**src/rtl/bitshift_pkg.sv**
```systemverilog
package bitshift_pkg;

  // Sequencer steps
  typedef enum logic [1:0] {
    ST_IDLE   = 2'd0,
    ST_FIXUP  = 2'd1,
    ST_SHIFT  = 2'd2,
    ST_FINISH = 2'd3
  } seqState_t;

  // Strobes from control to datapath
  typedef struct packed {
    logic load;      // capture count, fallback count and operand
    logic fixCount;  // replace a zero count with the fallback
    logic shiftStep; // shift result by one and decrement count
  } stepCtl_t;

endpackage

```
**src/rtl/bitshift_ctrl.sv**
```systemverilog
module bitshift_ctrl
  import bitshift_pkg::*;
(
  input  logic     clk,
  input  logic     rst,
  input  logic     start,
  input  logic     cntZero,
  output stepCtl_t ctl,
  output logic     busy,
  output logic     done
);

  seqState_t state, stateNext;

  always_ff @(posedge clk) begin
    if (rst) state <= ST_IDLE;
    else     state <= stateNext;
  end

  always_comb begin
    ctl       = '0;
    stateNext = state;
    unique case (state)
      ST_IDLE: begin
        ctl.load = start;
        if (start) stateNext = ST_FIXUP;
      end
      ST_FIXUP: begin
        ctl.fixCount = 1'b1;
        stateNext    = ST_SHIFT;
      end
      ST_SHIFT: begin
        ctl.shiftStep = !cntZero;
        if (cntZero) stateNext = ST_FINISH;
      end
      ST_FINISH: stateNext = ST_IDLE;
      default:   stateNext = ST_IDLE;
    endcase
  end

  assign busy = (state != ST_IDLE);
  assign done = (state == ST_FINISH);

  // done lasts a single cycle
  assert_done_pulse_R7: assert property (@(posedge clk) disable iff (rst)
    done |=> !done);

  // completion only after the datapath counter read zero
  assert_done_after_zero_R6: assert property (@(posedge clk) disable iff (rst)
    done |-> $past(cntZero));

  // a start seen while busy must not produce a new load
  assert_start_ignored_R8: assert property (@(posedge clk) disable iff (rst)
    (busy && start) |-> !ctl.load);

endmodule

```
**src/rtl/bitshift_dp.sv**
```systemverilog
module bitshift_dp
  import bitshift_pkg::*;
#(
  parameter int DATA_W = 32,
  parameter int CNT_W  = 5
) (
  input  logic              clk,
  input  logic              rst,
  input  stepCtl_t          ctl,
  input  logic [CNT_W-1:0]  immCount,
  input  logic [CNT_W-1:0]  regCount,
  input  logic [DATA_W-1:0] operand,
  output logic [DATA_W-1:0] result,
  output logic              cntZero
);

  logic [CNT_W-1:0]  cnt;
  logic [CNT_W-1:0]  fallbackCnt;
  logic [DATA_W-1:0] res;

  assign cntZero = (cnt == '0);
  assign result  = res;

  always_ff @(posedge clk) begin
    if (rst) begin
      cnt         <= '0;
      fallbackCnt <= '0;
      res         <= '0;
    end else if (ctl.load) begin
      cnt         <= immCount;
      fallbackCnt <= regCount;
      res         <= operand;
    end else if (ctl.fixCount) begin
      if (cntZero) cnt <= fallbackCnt;
    end else if (ctl.shiftStep) begin
      res <= {1'b0, res[DATA_W-1:1]};
      cnt <= cnt - CNT_W'(1);
    end
  end

  // each shift step strictly lowers the counter
  assert_count_falls_R6: assert property (@(posedge clk) disable iff (rst)
    ctl.shiftStep |=> (cnt < $past(cnt)));

  // result is untouched when no load or shift strobe is given
  assert_result_holds_R10: assert property (@(posedge clk) disable iff (rst)
    !(ctl.load || ctl.shiftStep) |=> $stable(res));

  // a shift step leaves a zero at the top bit
  assert_zero_fill_R4: assert property (@(posedge clk) disable iff (rst)
    ctl.shiftStep |=> !res[DATA_W-1]);

endmodule

```
**src/rtl/bitshift_unit.sv**
```systemverilog
module bitshift_unit
  import bitshift_pkg::*;
#(
  parameter int DATA_W = 32,
  localparam int CNT_W = $clog2(DATA_W)
) (
  input  logic              clk,
  input  logic              rst,
  input  logic              start,
  input  logic [CNT_W-1:0]  immCount,
  input  logic [DATA_W-1:0] countReg,
  input  logic [DATA_W-1:0] operand,
  output logic [DATA_W-1:0] result,
  output logic              busy,
  output logic              done
);

  stepCtl_t ctl;
  logic     cntZero;
  logic     unusedRegHi;

  // the upper bits of the second operand play no part in the amount
  assign unusedRegHi = ^countReg[DATA_W-1:CNT_W];

  bitshift_ctrl u_ctrl (
    .clk     (clk),
    .rst     (rst),
    .start   (start),
    .cntZero (cntZero),
    .ctl     (ctl),
    .busy    (busy),
    .done    (done)
  );

  bitshift_dp #(.DATA_W(DATA_W), .CNT_W(CNT_W)) u_dp (
    .clk      (clk),
    .rst      (rst),
    .ctl      (ctl),
    .immCount (immCount),
    .regCount (countReg[CNT_W-1:0]),
    .operand  (operand),
    .result   (result),
    .cntZero  (cntZero)
  );

endmodule

```
**config.mk**
```make
export PLATFORM = sky130hd
export DESIGN_NAME = bitshift_unit
export DESIGN_NICKNAME = d
export VERILOG_FILES = /design/src/rtl/bitshift_pkg.sv /design/src/rtl/bitshift_ctrl.sv /design/src/rtl/bitshift_dp.sv /design/src/rtl/bitshift_unit.sv
export SDC_FILE = /design/constraint.sdc
export NUM_CORES = 1
export LEC_CHECK = 0
export BUFFER_PORTS_ARGS = -buffer_cell sky130_fd_sc_hd__buf_2
export CAP_MARGIN = 20
export CORE_ASPECT_RATIO = 1.75
export CORE_MARGIN = 4
export CORE_UTILIZATION = 51
export DETAILED_ROUTE_END_ITERATION = 8
export PLACE_DENSITY = 0.87
export SLEW_MARGIN = 5
export SYNTH_ARGS = -nofsm -noshare
export SYNTH_HDL_FRONTEND = slang
export SYNTH_SLANG_ARGS = --single-unit
```
**constraint.sdc**
```tcl
create_clock -name clk -period 4.7 [get_ports clk]
set_input_delay 0.705 -clock clk [delete_from_list [all_inputs] [get_ports clk]]
set_output_delay 0.705 -clock clk [all_outputs]
set_load 0.01 [all_outputs]
```
==> results.json <==
{
  "status": "finished, final reports clean",
  "rsz0062_at_grt": "false",
  "setup_violations": 0,
  "syn_to_final_growth_pct": 20.46,
  "drv_slew": 0,
  "syn_avg_cell_area_um2": 7.679,
  "cts_buffers": 5,
  "clk_pin_slew_ns": 0.08,
  "design.core.area_um2": 4444,
  "whs_ns": 0.4617,
  "ys_seq_area_share_pct": 37.61,
  "crit_path_end_kind": "flop",
  "synthFlopType": "dfxtp_1",
  "period_minus_slack_ns": 2.612,
  "hold_viol": 0,
  "clockBufferDepth": 2,
  "worst_pin_slew_ns": 0.9070,
  "dieWidth_um": 59.23,
  "multiInputGateArea_um2": 1292,
  "ys_seq_elements": 44,
  "antenna-diode-count": 0,
  "drt-total-wl_mm": 5.710,
  "antenna_found_initial": 0,
  "drc": 0,
  "cts_hold_repair.buffers": 0,
  "fin_tns_setup_ns": 0,
  "synth_cell_types": 33,
  "p_per_area_nw_per_um2": 543.7,
  "gr-total-overflow": 0,
  "grt_pass1_wl_mm": 9.170,
  "yosys.area.top_type": "dfxtp_1",
  "vias": 2362,
  "skew_ns": 0.005543,
  "ant_nets": 0,
  "fin_crit_sh_pct": 55.57,
  "synth-edff-count": 0,
  "die_area_um2": 5784,
  "clk_latency_ns": 0.29,
  "die_h_um": 97.65,
  "port_buffers": 78,
  "synth_cells": 305,
  "nNetsFinal": 443,
  "yosysMostFrequentCell": "nand2_1",
  "arrival_ns": 2.75,
  "drtIter0Drc": 129,
  "cts_max_level": 2,
  "io_pins": 106,
  "grt_usage_pct": 19.71,
  "grt_pass1_vias": 2182,
  "rows": 32,
  "regArea_um2": 880.8,
  "hold_class": "flop to flop",
  "ir_drop_mv": 0.3668,
  "worstPathRequired_ns": 4.84,
  "total_leakage_power_uw": 0.001152,
  "dr.pass1.iters": 4,
  "hpwl_mm": 3.796,
  "syn_area_um2": 2342,
  "synthTopCellsByCount": "nand2_1, a21oi_1, dfxtp_1",
  "floorplan.initialDensity_pct": 52.70,
  "post_cts.repair.setup_buffers": 0,
  "path_class": "flop to flop",
  "synthArstFlopShare_pct": 0,
  "fillCellCount": 412,
  "path_max_fanout": 48,
  "maxSlewHeadroom_pct": 39.53,
  "ys_warn_count": 0,
  "cap_violations": 0,
  "root_buffer": "clkbuf_8",
  "grt_max_degree": 67,
  "routedWlPerCell_um": 13.76,
  "cts_tree": "yes",
  "synth_nets": 384,
  "cts.sinks": 44,
  "max_freq_mhz": 382.9,
  "cts_resized": 0,
  "layout-drive-gt1-share_pct": 25.27,
  "yosys.area.top_type_share_pct": 37.61,
  "critPathLaunchType": "flop",
  "gp_congestion": 0.8882,
  "viasPerCell": 5.692,
  "synth.area.top_cells": "dfxtp_1, nand2_1, a211o_1, a21oi_1, o21ai_0"
}
[routing by layer]
metal / wire length (um) / vias to the layer above / global-route usage (%)
met5: 0 / - / 0
met4: 91 / 0 / 7.853
met3: 269 / 8 / 3.723
met2: 3132 / 61 / 36.82
met1: 2216 / 1099 / 20.07
li1: - / 1194 / -
[metrics by stage]
step | instance area, um2 | worst slack (ns) | utilization, % | power, uW | instances
final | 2821 | 2.088 | 63.49 | 1534 | 415
after global routing | 2821 | 1.852 | 63.49 | 1653 | 415
after CTS | 2794 | 2.053 | 62.87 | 1515 | 414
after detailed placement | 2665 | 1.999 | 59.97 | 1183 | 407
after global placement | 2665 | 2.045 | 59.97 | 1164 | 407
after floorplan | 2342 | 2.808 | - | 1047 | 305
[cells by family after synthesis]
kind of cell    share of synthesized area (%)
mux                                    0.4274
flops                                   37.61
simple gates                            16.29
compound gates                          34.56
fa+ha+maj                               3.739
buf+inv                                 7.371
[path summary, 6_finish.rpt]
check	startpoint	end	slack, ns	cells after the start
worst max-delay path	u_ctrl.state[0]$_SDFFE_PP0P_	u_dp.result[20]$_SDFFE_PP0P_	2.09	7
worst min-delay path	u_dp.fallbackCnt[2]$_SDFFE_PP0P_	u_dp.fallbackCnt[2]$_SDFFE_PP0P_	0.46	2
worst max register to register	u_ctrl.state[0]$_SDFFE_PP0P_	u_dp.result[20]$_SDFFE_PP0P_	2.09	7
worst min register to register	u_dp.fallbackCnt[2]$_SDFFE_PP0P_	u_dp.fallbackCnt[2]$_SDFFE_PP0P_	0.46	2
[placed cells by master, fill, tap and decap left out, drive strengths merged]
master	n
a311o	1
bufinv	2
or4b	1
a21oi	46
ha	7
clkbuf	5
a211oi	4
nor2	3
a21boi	1
nor3	5
or4	1
o2111a	1
a2111oi	2
o21ai	33
a311oi	1
nand3b	1
o2111ai	1
o221ai	1
buf	81
o31ai	1
and2	2
a211o	32
mux2i	1
o211ai	1
nand2	77
nor2b	3
inv	6
dfxtp	44
[where the power goes]
group          total [uW]  internal [uW]  switching [uW]  leakage, uW
Combinational         691            255             436     0.000729
Clock                 332            209             123    0.0000642
Sequential            511            451            60.8     0.000358
Total                1530            915             619      0.00115
[critical path: stages, from the launching register on]
cell,delay (ns)
dfxtp_1,0.42
inv_1,0.11
ha_1,0.24
and2_2,0.47
a21oi_4,0.50
buf_4,0.47
a211o_1,0.16
a21oi_1,0.06
[area by class of cell]
type	instances	share of cell area [%]
Multi-Input combinational cell	226	45.81
Sequential cell	44	31.22
Timing Repair Buffer	81	15.34
Clock buffer	5	2.439
Tap cell	51	2.262
Clock inverter	2	2.129
Inverter	6	0.7982
[sequential cells by signal, indices dropped and copies added (netlist names)]
signal,flops
u_dp.result,32
u_dp.cnt,5
u_dp.fallbackCnt,5
u_ctrl.state,2
No activity file was read; power rests on OpenSTA's default activity.
